==> src/rtl/xing_pkg.sv <==
package xing_pkg;

    typedef enum logic [2:0] {
        PH_WAIT    = 3'd0,
        PH_SOON    = 3'd1,
        PH_GO      = 3'd2,
        PH_CAUTION = 3'd3,
        PH_BLINK   = 3'd4,
        PH_DEAD    = 3'd5
    } phase_e;

    typedef struct packed {
        logic red;
        logic green;
        logic yellow;
    } lamps_t;

    function automatic logic is_cycle_phase(phase_e p);
        return (p == PH_WAIT) || (p == PH_SOON) || (p == PH_GO) || (p == PH_CAUTION);
    endfunction

    function automatic lamps_t steady_lamps(phase_e p);
        lamps_t l;
        l = '0;
        case (p)
            PH_WAIT, PH_SOON: l.red    = 1'b1;
            PH_GO:            l.green  = 1'b1;
            PH_CAUTION:       l.yellow = 1'b1;
            default:          l = '0;
        endcase
        return l;
    endfunction

endpackage

==> src/rtl/xing_timer.sv <==
module xing_timer
    import xing_pkg::*;
#(
    parameter int WAIT_T  = 12,
    parameter int SOON_T  = 4,
    parameter int GO_T    = 10,
    parameter int CAUT_T  = 4,
    parameter int BLINK_T = 1,
    parameter int CW      = 4
) (
    input  logic   clk,
    input  logic   rst,
    input  logic   tick,
    input  phase_e cur,
    input  logic   restart,
    output logic   expire
);

    logic [CW-1:0] cnt;
    logic [CW-1:0] limit;

    always_comb begin
        case (cur)
            PH_WAIT:    limit = CW'(WAIT_T);
            PH_SOON:    limit = CW'(SOON_T);
            PH_GO:      limit = CW'(GO_T);
            PH_CAUTION: limit = CW'(CAUT_T);
            PH_BLINK:   limit = CW'(BLINK_T);
            default:    limit = CW'(1);
        endcase
    end

    assign expire = tick && (cnt == limit - 1'b1);

    always_ff @(posedge clk) begin
        if (rst || restart || expire)
            cnt <= '0;
        else if (tick)
            cnt <= cnt + 1'b1;
    end

    // the elapsed count never reaches the dwell of the current phase
    assert_timer_below_limit_R3: assert property (@(posedge clk) disable iff (rst)
        cnt < limit);

endmodule

==> src/rtl/xing_fsm.sv <==
module xing_fsm
    import xing_pkg::*;
(
    input  logic   clk,
    input  logic   rst,
    input  logic   walk,
    input  logic   police,
    input  logic   quit,
    input  logic   expire,
    output phase_e cur,
    output phase_e nxt
);

    always_comb begin
        nxt = cur;
        if (cur == PH_DEAD) begin
            nxt = PH_DEAD;
        end else if (quit) begin
            nxt = PH_DEAD;
        end else if (police) begin
            nxt = (cur == PH_BLINK) ? PH_WAIT : PH_BLINK;
        end else begin
            case (cur)
                PH_WAIT:    if (walk || expire) nxt = PH_SOON;
                PH_SOON:    if (expire) nxt = PH_GO;
                PH_GO:      if (expire) nxt = PH_CAUTION;
                PH_CAUTION: if (expire) nxt = PH_WAIT;
                default:    nxt = cur;
            endcase
        end
    end

    always_ff @(posedge clk) begin
        if (rst) cur <= PH_WAIT;
        else     cur <= nxt;
    end

    assert_quit_to_dead_R10: assert property (@(posedge clk) disable iff (rst)
        quit |=> (cur == PH_DEAD));

    assert_dead_sticks_R9: assert property (@(posedge clk) disable iff (rst)
        (cur == PH_DEAD) |=> (cur == PH_DEAD));

    assert_police_enters_blink_R6: assert property (@(posedge clk) disable iff (rst)
        (police && !quit && is_cycle_phase(cur)) |=> (cur == PH_BLINK));

    assert_police_leaves_blink_R8: assert property (@(posedge clk) disable iff (rst)
        (police && !quit && cur == PH_BLINK) |=> (cur == PH_WAIT));

    assert_walk_ignored_green_R5: assert property (@(posedge clk) disable iff (rst)
        (walk && !police && !quit && !expire && cur == PH_GO) |=> (cur == PH_GO));

endmodule

==> src/rtl/xing_lamps.sv <==
module xing_lamps
    import xing_pkg::*;
(
    input  logic   clk,
    input  logic   rst,
    input  phase_e cur,
    input  phase_e nxt,
    input  logic   expire,
    output lamps_t lamps,
    output logic   halted
);

    logic blink_on;

    always_ff @(posedge clk) begin
        if (rst)
            blink_on <= 1'b0;
        else if (nxt == PH_BLINK && cur != PH_BLINK)
            blink_on <= 1'b1;
        else if (cur == PH_BLINK && nxt == PH_BLINK && expire)
            blink_on <= ~blink_on;
    end

    always_comb begin
        if (cur == PH_BLINK) begin
            lamps        = '0;
            lamps.yellow = blink_on;
        end else begin
            lamps = steady_lamps(cur);
        end
    end

    assign halted = (cur == PH_DEAD);

    assert_one_lamp_R11: assert property (@(posedge clk) disable iff (rst)
        is_cycle_phase(cur) |-> ($countones(lamps) == 1));

    assert_dark_when_halted_R9: assert property (@(posedge clk) disable iff (rst)
        halted |-> (lamps == '0));

    assert_blink_only_yellow_R7: assert property (@(posedge clk) disable iff (rst)
        (cur == PH_BLINK) |-> (!lamps.red && !lamps.green));

    assert_blink_starts_lit_R6: assert property (@(posedge clk) disable iff (rst)
        ((cur == PH_BLINK) && ($past(cur) != PH_BLINK)) |-> lamps.yellow);

endmodule

==> src/rtl/xing_light_ctrl.sv <==
module xing_light_ctrl
    import xing_pkg::*;
#(
    parameter int WAIT_T  = 12,
    parameter int SOON_T  = 4,
    parameter int GO_T    = 10,
    parameter int CAUT_T  = 4,
    parameter int BLINK_T = 1
) (
    input  logic       clk,
    input  logic       rst,
    input  logic       tick,
    input  logic       walk_req,
    input  logic       police_req,
    input  logic       quit_req,
    output logic       lamp_red,
    output logic       lamp_green,
    output logic       lamp_yellow,
    output logic       halted,
    output logic [2:0] phase_o
);

    localparam int MAX_A = (WAIT_T > SOON_T) ? WAIT_T : SOON_T;
    localparam int MAX_B = (GO_T > CAUT_T) ? GO_T : CAUT_T;
    localparam int MAX_C = (MAX_A > MAX_B) ? MAX_A : MAX_B;
    localparam int MAX_T = (MAX_C > BLINK_T) ? MAX_C : BLINK_T;
    localparam int CW    = $clog2(MAX_T + 1);

    phase_e cur;
    phase_e nxt;
    logic   expire;
    lamps_t lamps;

    xing_fsm u_fsm (
        .clk    (clk),
        .rst    (rst),
        .walk   (walk_req),
        .police (police_req),
        .quit   (quit_req),
        .expire (expire),
        .cur    (cur),
        .nxt    (nxt)
    );

    xing_timer #(
        .WAIT_T (WAIT_T),
        .SOON_T (SOON_T),
        .GO_T   (GO_T),
        .CAUT_T (CAUT_T),
        .BLINK_T(BLINK_T),
        .CW     (CW)
    ) u_timer (
        .clk    (clk),
        .rst    (rst),
        .tick   (tick),
        .cur    (cur),
        .restart(nxt != cur),
        .expire (expire)
    );

    xing_lamps u_lamps (
        .clk   (clk),
        .rst   (rst),
        .cur   (cur),
        .nxt   (nxt),
        .expire(expire),
        .lamps (lamps),
        .halted(halted)
    );

    assign lamp_red    = lamps.red;
    assign lamp_green  = lamps.green;
    assign lamp_yellow = lamps.yellow;
    assign phase_o     = cur;

endmodule

==> config.mk <==
export PLATFORM = sky130hd
export DESIGN_NAME = xing_light_ctrl
export DESIGN_NICKNAME = d
export VERILOG_FILES = /design/src/rtl/xing_pkg.sv /design/src/rtl/xing_timer.sv /design/src/rtl/xing_fsm.sv /design/src/rtl/xing_lamps.sv /design/src/rtl/xing_light_ctrl.sv
export SDC_FILE = /design/constraint.sdc
export NUM_CORES = 1
export LEC_CHECK = 0
export BUFFER_PORTS_ARGS = -buffer_cell sky130_fd_sc_hd__buf_4
export CAP_MARGIN = 20
export CORE_AREA = 2 2 39 41
export DETAILED_ROUTE_END_ITERATION = 8
export DIE_AREA = 0 0 41 43
export PLACE_DENSITY = 0.64
export SLEW_MARGIN = 40
export SYNTH_ARGS = -nofsm -noshare
export SYNTH_HDL_FRONTEND = slang
export SYNTH_SLANG_ARGS = --single-unit
==> constraint.sdc <==
create_clock -name clk -period 1.8 [get_ports clk]
set_input_delay 0 -clock clk [delete_from_list [all_inputs] [get_ports clk]]
set_output_delay 0 -clock clk [all_outputs]
set_load 0.1 [all_outputs]
Word-level counts from Yosys, hierarchy flattened
Cells that the tools add are included.

Logic and storage cells: 42. Register bits after elaboration: 8. Output and inout bits: 7. Bits of input ports: 6.

Bitwise operators: 1. Equal/unequal tests: 9. Add/subtract/negate cells: 2. Reductions and logical operators: 11. Muxes and demuxes: 16.

Operators by type and width (number): 3-bit 2-to-1 mux (9); 3-bit case mux with 4 select lines (1); 4-bit case mux with 3 select lines (1); 3-bit equality test (second input constant) (3); 3-bit by 2-bit equality test with 1-bit output (second input constant) (2); 1-bit 2-to-1 mux (5); 4-bit by 1-bit adder with 4-bit output (second input constant) (1); 4-bit equality test (1); 1-bit logical AND (4); 2-bit OR reduction (2); 4-bit by 1-bit subtractor with 4-bit output (second input constant) (1); 3-bit by 1-bit equality test with 1-bit output (second input constant) (1); 3-bit zero test (1); 1-bit logical OR (3); 3-bit inequality test (1); 3-bit inequality test (second input constant) (1); 2-bit nonzero test (1); 1-bit inverter (1).

Depth between registers and ports, before layout
Gate-level depths: netlist (run 1).

Word-level depth: 17. Depth in mapped cells: 5. Depth with buffers taken out: 4.

Cells and area by module
A second synthesis (run 1) with hierarchy kept.

Cells, all modules: 60. Area, all modules: 540.5 um2.

Modules (own cells, without submodules): xing_timer (area an instance 239.0 um2, times used 1, cells each 24); xing_fsm (area an instance 171.4 um2, times used 1, cells each 19); xing_lamps (area an instance 98.8 um2, times used 1, cells each 13); xing_light_ctrl (area an instance 31.3 um2, times used 1, cells each 4).

Least setup slack after synthesis (run 1)
OpenSTA, ideal clock, no wires.

Path type: flip-flop to output port. Start: register u_fsm.cur[2]. End: output halted. Setup slack: -842 ps. Data arrival time: 2642 ps. Cell stages (with the launch flop): 4. Cell sequence: dfxtp_1 > buf_4 > nand2b_1 > nor2_1.

Word-level cells in the longest chain between the ends: 1.

RTL lines: start: declaration (RTL line xing_fsm.sv:10) `output phase_e cur,`; start signal: assignment (RTL line xing_fsm.sv:35) `else cur <= nxt;`; 3-bit equality test (RTL line xing_lamps.sv:33) `assign halted = (cur == PH_DEAD);`; end: declaration (RTL line xing_light_ctrl.sv:19) `output logic halted,`.

No other way between the ends.

Worst setup path after layout (run 1)
Start: register u_fsm.cur[2]. End: register u_timer.cnt[0].

Word-level cells in the longest chain between the ends: 15.

RTL lines: 3-bit by 1-bit equality test with 1-bit output / 3-bit by 2-bit equality test with 1-bit output (equally long branches) (RTL line xing_timer.sv:23, xing_fsm.sv:23); 2-bit OR reduction (no source line); 4-bit case mux with 3 select lines (RTL line xing_timer.sv:23) `case (cur)`; 4-bit by 1-bit subtractor with 4-bit output (RTL line xing_timer.sv:33) `assign expire = tick && (cnt == limit - 1'b1);`; 4-bit equality test (RTL line xing_timer.sv:33); 1-bit logical AND (RTL line xing_timer.sv:33); 1-bit logical OR (RTL line xing_fsm.sv:24) `PH_WAIT: if (walk || expire) nxt = PH_SOON;`; 3-bit 2-to-1 mux (RTL line xing_fsm.sv:24); 3-bit case mux with 4 select lines (RTL line xing_fsm.sv:23) `case (cur)`; 3-bit 2-to-1 mux (RTL line xing_fsm.sv:20) `end else if (police) begin`; 3-bit 2-to-1 mux (RTL line xing_fsm.sv:18) `end else if (quit) begin`; 3-bit 2-to-1 mux (RTL line xing_fsm.sv:16) `if (cur == PH_DEAD) begin`; 3-bit inequality test (RTL line xing_light_ctrl.sv:57) `.restart(nxt != cur),`; 1-bit logical OR (RTL line xing_timer.sv:36) `if (rst || restart || expire)`; 1-bit logical OR (*) (RTL line xing_timer.sv:36); end signal: assignment (RTL line xing_timer.sv:39) `cnt <= cnt + 1'b1;`; end: declaration (RTL line xing_timer.sv:19) `logic [CW-1:0] cnt;`.

Every way passes the cells marked *; elsewhere a longest branch is shown, timed or not. A chain may end at the register's enable or synchronous reset.

==> results of run 1 <==
-- stage by stage --
step,instances,worst slack [ps],power [W]
after floorplan,69,13.20,0.0003169
after global placement,96,30.82,0.0003559
after detailed placement,96,65.70,0.0003562
after CTS,103,51.83,0.0005132
after global routing,103,6.226,0.0005465
final,103,67.12,0.0005194
-- report_power, final --
group | internal (W) | switching (W)
logic | 0.0000557 | 0.000113
clock network | 0.0000852 | 0.0000675
registers | 0.000183 | 0.0000153
total | 0.000324 | 0.000196
-- tightest hold or removal path: cells and delay by family --
family	cells	cell delay, ps
xor gates and xnor gates	1	120
AOI/OAI and AO/OA	1	40
buffers and inverters	1	130
-- timing repair --
item | CTS | global route
resized for setup | 0 | 7
endpoints found under the setup margin | 0 | 3
hold buffers | 3 | 1
hold endpoints to repair | 4 | 1
-- flip-flops by register name (all words and copies together), names as in the netlist --
| name | cells |
|---|---|
| u_timer.cnt | 4 |
| u_lamps.blink_on | 1 |
| u_fsm.cur | 3 |
-- per-layer routing --
metal	vias to the layer above	global-route usage	part of all wire
met5	-	0	0
met4	0	0.08000	0.0067
met3	2	0.04712	0.045
met2	17	0.2969	0.52
met1	285	0.2418	0.43
li1	299	-	-
-- how the worst min path moves through the flow --
stage                          start             end  depth (start not counted)
after detailed placement         rst    u_fsm.cur[2]                          2
after CTS                 police_req    u_fsm.cur[2]                          3
after global routing            tick  u_timer.cnt[0]                          3
after floorplan                  rst    u_fsm.cur[2]                          1
after global placement           rst    u_fsm.cur[2]                          2
final                           tick  u_timer.cnt[0]                          3
-- placed cells by master (no fill, tap or decap), types with 3 or more instances in the layout --
cell	synthesis	final
buf_4	2	14
nand2b_1	5	4
a21oi_1	4	4
inv_1	3	3
nor2_1	5	3
clkbuf_4	0	3
dlygate4sd3_1	0	3
dfxtp_4	0	3
dfxtp_1	8	3
-- cell families (layout without fill, tap and decap cells) --
kind of cell / Yosys count / count (layout)
DFF: 8 / 8
muxes: 2 / 2
buffers and inverters: 6 / 24
AOI/OAI and AO/OA: 18 / 18
xor gates and xnor gates: 5 / 5
and+or+nand+nor: 29 / 29
adders and majority gates: 1 / 1
-- cell type report --
cell class	count	area share
Inverter	3	0.01417
Tap cell	16	0.02520
Timing Repair Buffer	17	0.1701
Clock buffer	4	0.03307
Sequential cell	8	0.2189
Multi-Input combinational cell	55	0.5386
==> metrics, run 1 <==
Final TNS setup 0 ps; CP Launch Point u_fsm.cur[2]; final core utilization 0.5741; Final Hold Vio Count 0; status completed; post-synthesis compound-gate area fraction 0.2414; adder-cell share of the synthesized area 0.02155; dominant cell type by area after synthesis dfxtp_1; Pre-antenna DRT Iters 4; WP buf/inv 0; CP Capture Point u_timer.cnt[0]; CTS buffer count 3; H-tree Lvls 1; residual DRC count 0; unrepaired setup endpoints after global routing no; worst vdd ir 0.0003545 V; max-cap viol count 0; share of layout cells above drive strength 1 0.3563; Synth top area share 0.2759; Synth Area in Simple Gates 0.2974; Via-to-Cell Ratio 5.854; Slowest cell on crit path dfxtp_4; register area 173.9 um2; # fillers 128; Port Buffers 12; CORE AREA 1384 um2; num rows 14; I/O pin count 13; initial antenna violation count 0; Cell variety after synth 33; Clock Skew 1.785 ps; CP startpoint kind flop; Area Overhead vs Synth 36.85%; post-CTS setup repair buffer count 0; CTS root buf clkbuf_4; die area 1763 um2; die height 43 um; Initial Util 0.4195; Syn. warnings 0; worst slew pin tran 418.1 ps; Max Buffers Root-to-Sink 2; Post-Route WL 1492 um; antenna cells 0; Final min period 1733 ps; DRT iter0 DRCs 4; largest net degree at the start of global routing 14; flop2flop setup slack 70 ps; Die W 41 um; multi-input combinational cell area 427.9 um2; Critical Path Stages 4; Hold WS 89.02 ps; worst skew pair latency 250 ps; Required @ worst endpoint 1940 ps; total track usage 0.1917; Most used DFF post-synth dfxtp_1; Post-Synthesis Cells 69; hold crit path type in2reg; count leader, synth dfxtp_1; Final nets 95; average size of a mapped cell 8.414 um2; top cells by count, synth dfxtp_1, nand2b_1, nor2_1, a2111oi_1, a21oi_1; final instance area 794.5 um2; Worst Setup End Kind flop; Final Max Tran Viols 0; Mapped Area 580.6 um2; max_slew headroom 0.7207; DR vias 603; post-synthesis mux area share 0.03664; DRT antenna net count 0; Async S/R FF share, synth 0; Tcrit/Tclk final 0.9627; sequential area share after synthesis 0.2759; CTS tree done; setup violators final 0; DP HPWL 1061 um; Area after DPL 704.4 um2; Num Clock Sinks 8; largest cells by area after synthesis dfxtp_1, a2111oi_1, nand2b_1, xnor2_1, a21oi_1; first-pass GRT wire length 2318 um; Synth Area in XOR/XNOR 0.07543; vias in the first global route 539; R2R depth 4; CP top delay family compound AO/OA/AOI/OAI gates; Max Clk Rate 577.1 MHz; Wirelength per Cell 14.49 um; Synth Net Count 76; crit path kind reg2reg; leakage power 0.2950 nW; Arr. time, crit path 1880 ps; FF-to-FF Start u_fsm.cur[2]; CP max stage delay 400 ps; r2r endpoint u_timer.cnt[0]; GRT overflow 0; Power per Cell Area 653.8 nW/um2; crit path max fanout 13; Clk pin slew, worst setup/hold paths 60 ps; number of flops mapped to enable cells by yosys 0; Synth Register Bits 8; GP Congestion 0.7363; CP Cell Sequence xnor2_2 > or3_1 > a31o_1 > a2111oi_1; main combinational cell family by area after synthesis simple AND/OR/NAND/NOR gates
No activity file was read; power rests on OpenSTA's default activity.
==> inputs of run 2 (changes only) <==
--- a/config.mk
+++ b/config.mk
@@ -5,12 +5,15 @@
 export SDC_FILE = /design/constraint.sdc
 export NUM_CORES = 1
 export LEC_CHECK = 0
-export BUFFER_PORTS_ARGS = -buffer_cell sky130_fd_sc_hd__buf_4
+export BUFFER_PORTS_ARGS = -buffer_cell sky130_fd_sc_hd__buf_2
 export CAP_MARGIN = 20
-export CORE_AREA = 2 2 39 41
+export CELL_PAD_IN_SITES_DETAIL_PLACEMENT = 0
+export CELL_PAD_IN_SITES_GLOBAL_PLACEMENT = 1
+export CORE_AREA = 2 2 45 43
+export CTS_CLUSTER_DIAMETER = 200
 export DETAILED_ROUTE_END_ITERATION = 8
-export DIE_AREA = 0 0 41 43
-export PLACE_DENSITY = 0.64
+export DIE_AREA = 0 0 47 45
+export PLACE_DENSITY = 0.7
 export SLEW_MARGIN = 40
 export SYNTH_ARGS = -nofsm -noshare
 export SYNTH_HDL_FRONTEND = slang
==> run 2 against run 1 <==
- clock power about the same
- clock skew increased by 8.1 ps
- first-iteration DRC count grew to 4.0 times the previous value
- via count fell by 2.2%
- cell area shrank 5.5%
- non-clock buffer count is 2 lower
==> metrics, run 2 (synthesis gave the netlist of run 1 again) <==
Post-Route WL 1426 um (-4.4%); FF-to-FF Start u_fsm.cur[2]; CTS root buf clkbuf_4; DRT antenna net count 0 (unchanged); setup violators final 0 (unchanged); CP startpoint kind flop; M2 GR Usage 0.2082 (-0.08866); CTS tree done; top flop regs u_timer.cnt x4, u_fsm.cur x3, u_lamps.blink_on x1; hold crit path type in2reg; final total power 0.0005064 W (-2.5%); leakage power 0.2800 nW (-5.1%); Port Buffers 12 (unchanged); max-cap viol count 0 (unchanged); CTS buffer count 3 (unchanged); Power per Cell Area 674.6 nW/um2 (+3.2%); Required @ worst endpoint 2000 ps (+60 ps); worst slew pin tran 486.9 ps (+68.79 ps); Clk pin slew, worst setup/hold paths 60 ps (about the same); I/O pin count 13 (unchanged); num rows 14 (unchanged); GR peak layer met1; GRT overflow 0 (unchanged); Final Max Tran Viols 0 (unchanged); r2r endpoint u_fsm.cur[1]; CP Launch Point u_fsm.cur[2]; vias in the first global route 518 (-3.9%); max FFs per register 4 (unchanged); worst vdd ir 0.0003878 V (+9.4%); crit path max fanout 13 (unchanged); Max Clk Rate 573.8 MHz (-0.56%); antenna cells 0 (unchanged); Pre-antenna DRT Iters 4 (unchanged); Final nets 93 (-2.1%); flop2flop setup slack 60 ps (about the same); share of layout cells above drive strength 1 0.3529 (-0.003381); max_slew headroom 0.6777 (-0.04303); Tcrit/Tclk final 0.9681 (+0.005427); H-tree Lvls 1 (unchanged); Via-to-Cell Ratio 5.413 (-7.5%); status completed; most frequent cells in the layout buf_2, nand2b_1, dfxtp_1; Worst Setup End Kind flop; Wirelength per Cell 13.08 um (-9.7%); residual DRC count 0 (unchanged); Die W 47 um (+15%); Clock Skew 9.847 ps (+8.061 ps); met3 usage 0.06000 (+0.01288); Area Overhead vs Synth 29.31%; DP HPWL 1015 um (-4.3%); Max Buffers Root-to-Sink 2 (unchanged); crit path kind reg2reg; R2R depth 5 (+1); Largest Register u_timer.cnt; unrepaired setup endpoints after global routing yes; Initial Util 0.3602 (-0.05928); most common cell after layout, fill and taps aside buf_2; first-pass GRT wire length 2332 um (+0.60%); worst skew pair latency 260 ps (about the same); Num Clock Sinks 8 (unchanged); CORE AREA 1612 um2 (+16%); largest net degree at the start of global routing 14 (unchanged); initial antenna violation count 0 (unchanged); Final TNS setup 0 ps (unchanged); CP Capture Point u_fsm.cur[1]; Final min period 1743 ps (+9.769 ps); DRT iter0 DRCs 16 (+12); Arr. time, crit path 1950 ps (+70 ps); die height 45 um (+4.7%); GP Congestion 0.7804 (+6.0%); total track usage 0.1552 (-0.03651); DR vias 590 (-2.2%); Final Hold Vio Count 0 (unchanged); die area 2115 um2 (+20%); GRT met1 Usage 0.2408 (-0.001044)
[run 2: changes by cell type in the layout (fill, tap and decap cells not counted), moves of 2 or more]
cell,change
buf_4,-13
buf_2,+12
a2111oi_1,-2
a2111oi_2,+2
dfxtp_1,+2
dfxtp_2,-2
[run 2: layer usage]
metal	part of all wire	up-vias
li1	-	305
met1	0.49	267
met2	0.44	18
met3	0.069	0
met4	0	0
met5	0	-
[run 2: what timing repair did]
item | CTS | global route
setup buffers | 0 | 0
resized for setup | 0 | 7
hold buffers | 2 | 0
endpoints found under the setup margin | 0 | 6
endpoints found under the hold margin | 3 | 0
[run 2: layout make-up]
cell class,count,area (um2)
clock buffers,4,26.28
fillers,178,860.8
inverters,3,11.26
multi-input cells,55,424.2
flip-flops and latches,8,171.4
well taps,24,30.03
repair buffers,15,87.58
[run 2: per-stage QoR]
step | std cells | util | cell area [um2] | setup WS (ps) | hold slack (ps)
4_1_cts | 109 | 0.4488 | 723.2 | 53.94 | 65.62
3_5_place_dp | 103 | 0.4200 | 676.9 | 82.81 | 238.1
6_report | 109 | 0.4658 | 750.7 | 57.35 | 81.20
3_3_place_gp | 103 | 0.4200 | 676.9 | 78.68 | 230.8
2_1_floorplan | 69 | - | 601.8 | 13.20 | 59.36
5_1_grt | 109 | 0.4658 | 750.7 | -45.27 | 90.26
[run 2: how the worst min path moves through the flow]
stage                   from            to  slack (ps)  cells after the start
floorplan                rst  u_fsm.cur[2]          60                      1
global placement         rst  u_fsm.cur[2]         230                      2
detailed placement       rst  u_fsm.cur[2]         240                      2
CTS                 quit_req  u_fsm.cur[2]          70                      3
global route        quit_req  u_fsm.cur[2]          90                      3
finish              quit_req  u_fsm.cur[2]          80                      3
[run 2: worst max-delay path, cell delays in order, from the launching register on]
cell and delay, ps:
dfxtp_4 390, xnor2_1 180, nor4_1 310, xnor2_1 100
nor4_1 140, dlygate4sd3_1 570
[run 2: where the power goes]
part / switching, W / leakage (nW) / internal, W / total (W)
Sequential: 0.0000157 / 0.0671 / 0.000183 / 0.000199
Clock: 0.0000691 / 0.0150 / 0.0000853 / 0.000154
Combinational: 0.000111 / 0.198 / 0.0000420 / 0.000153
Total: 0.000196 / 0.280 / 0.000310 / 0.000506
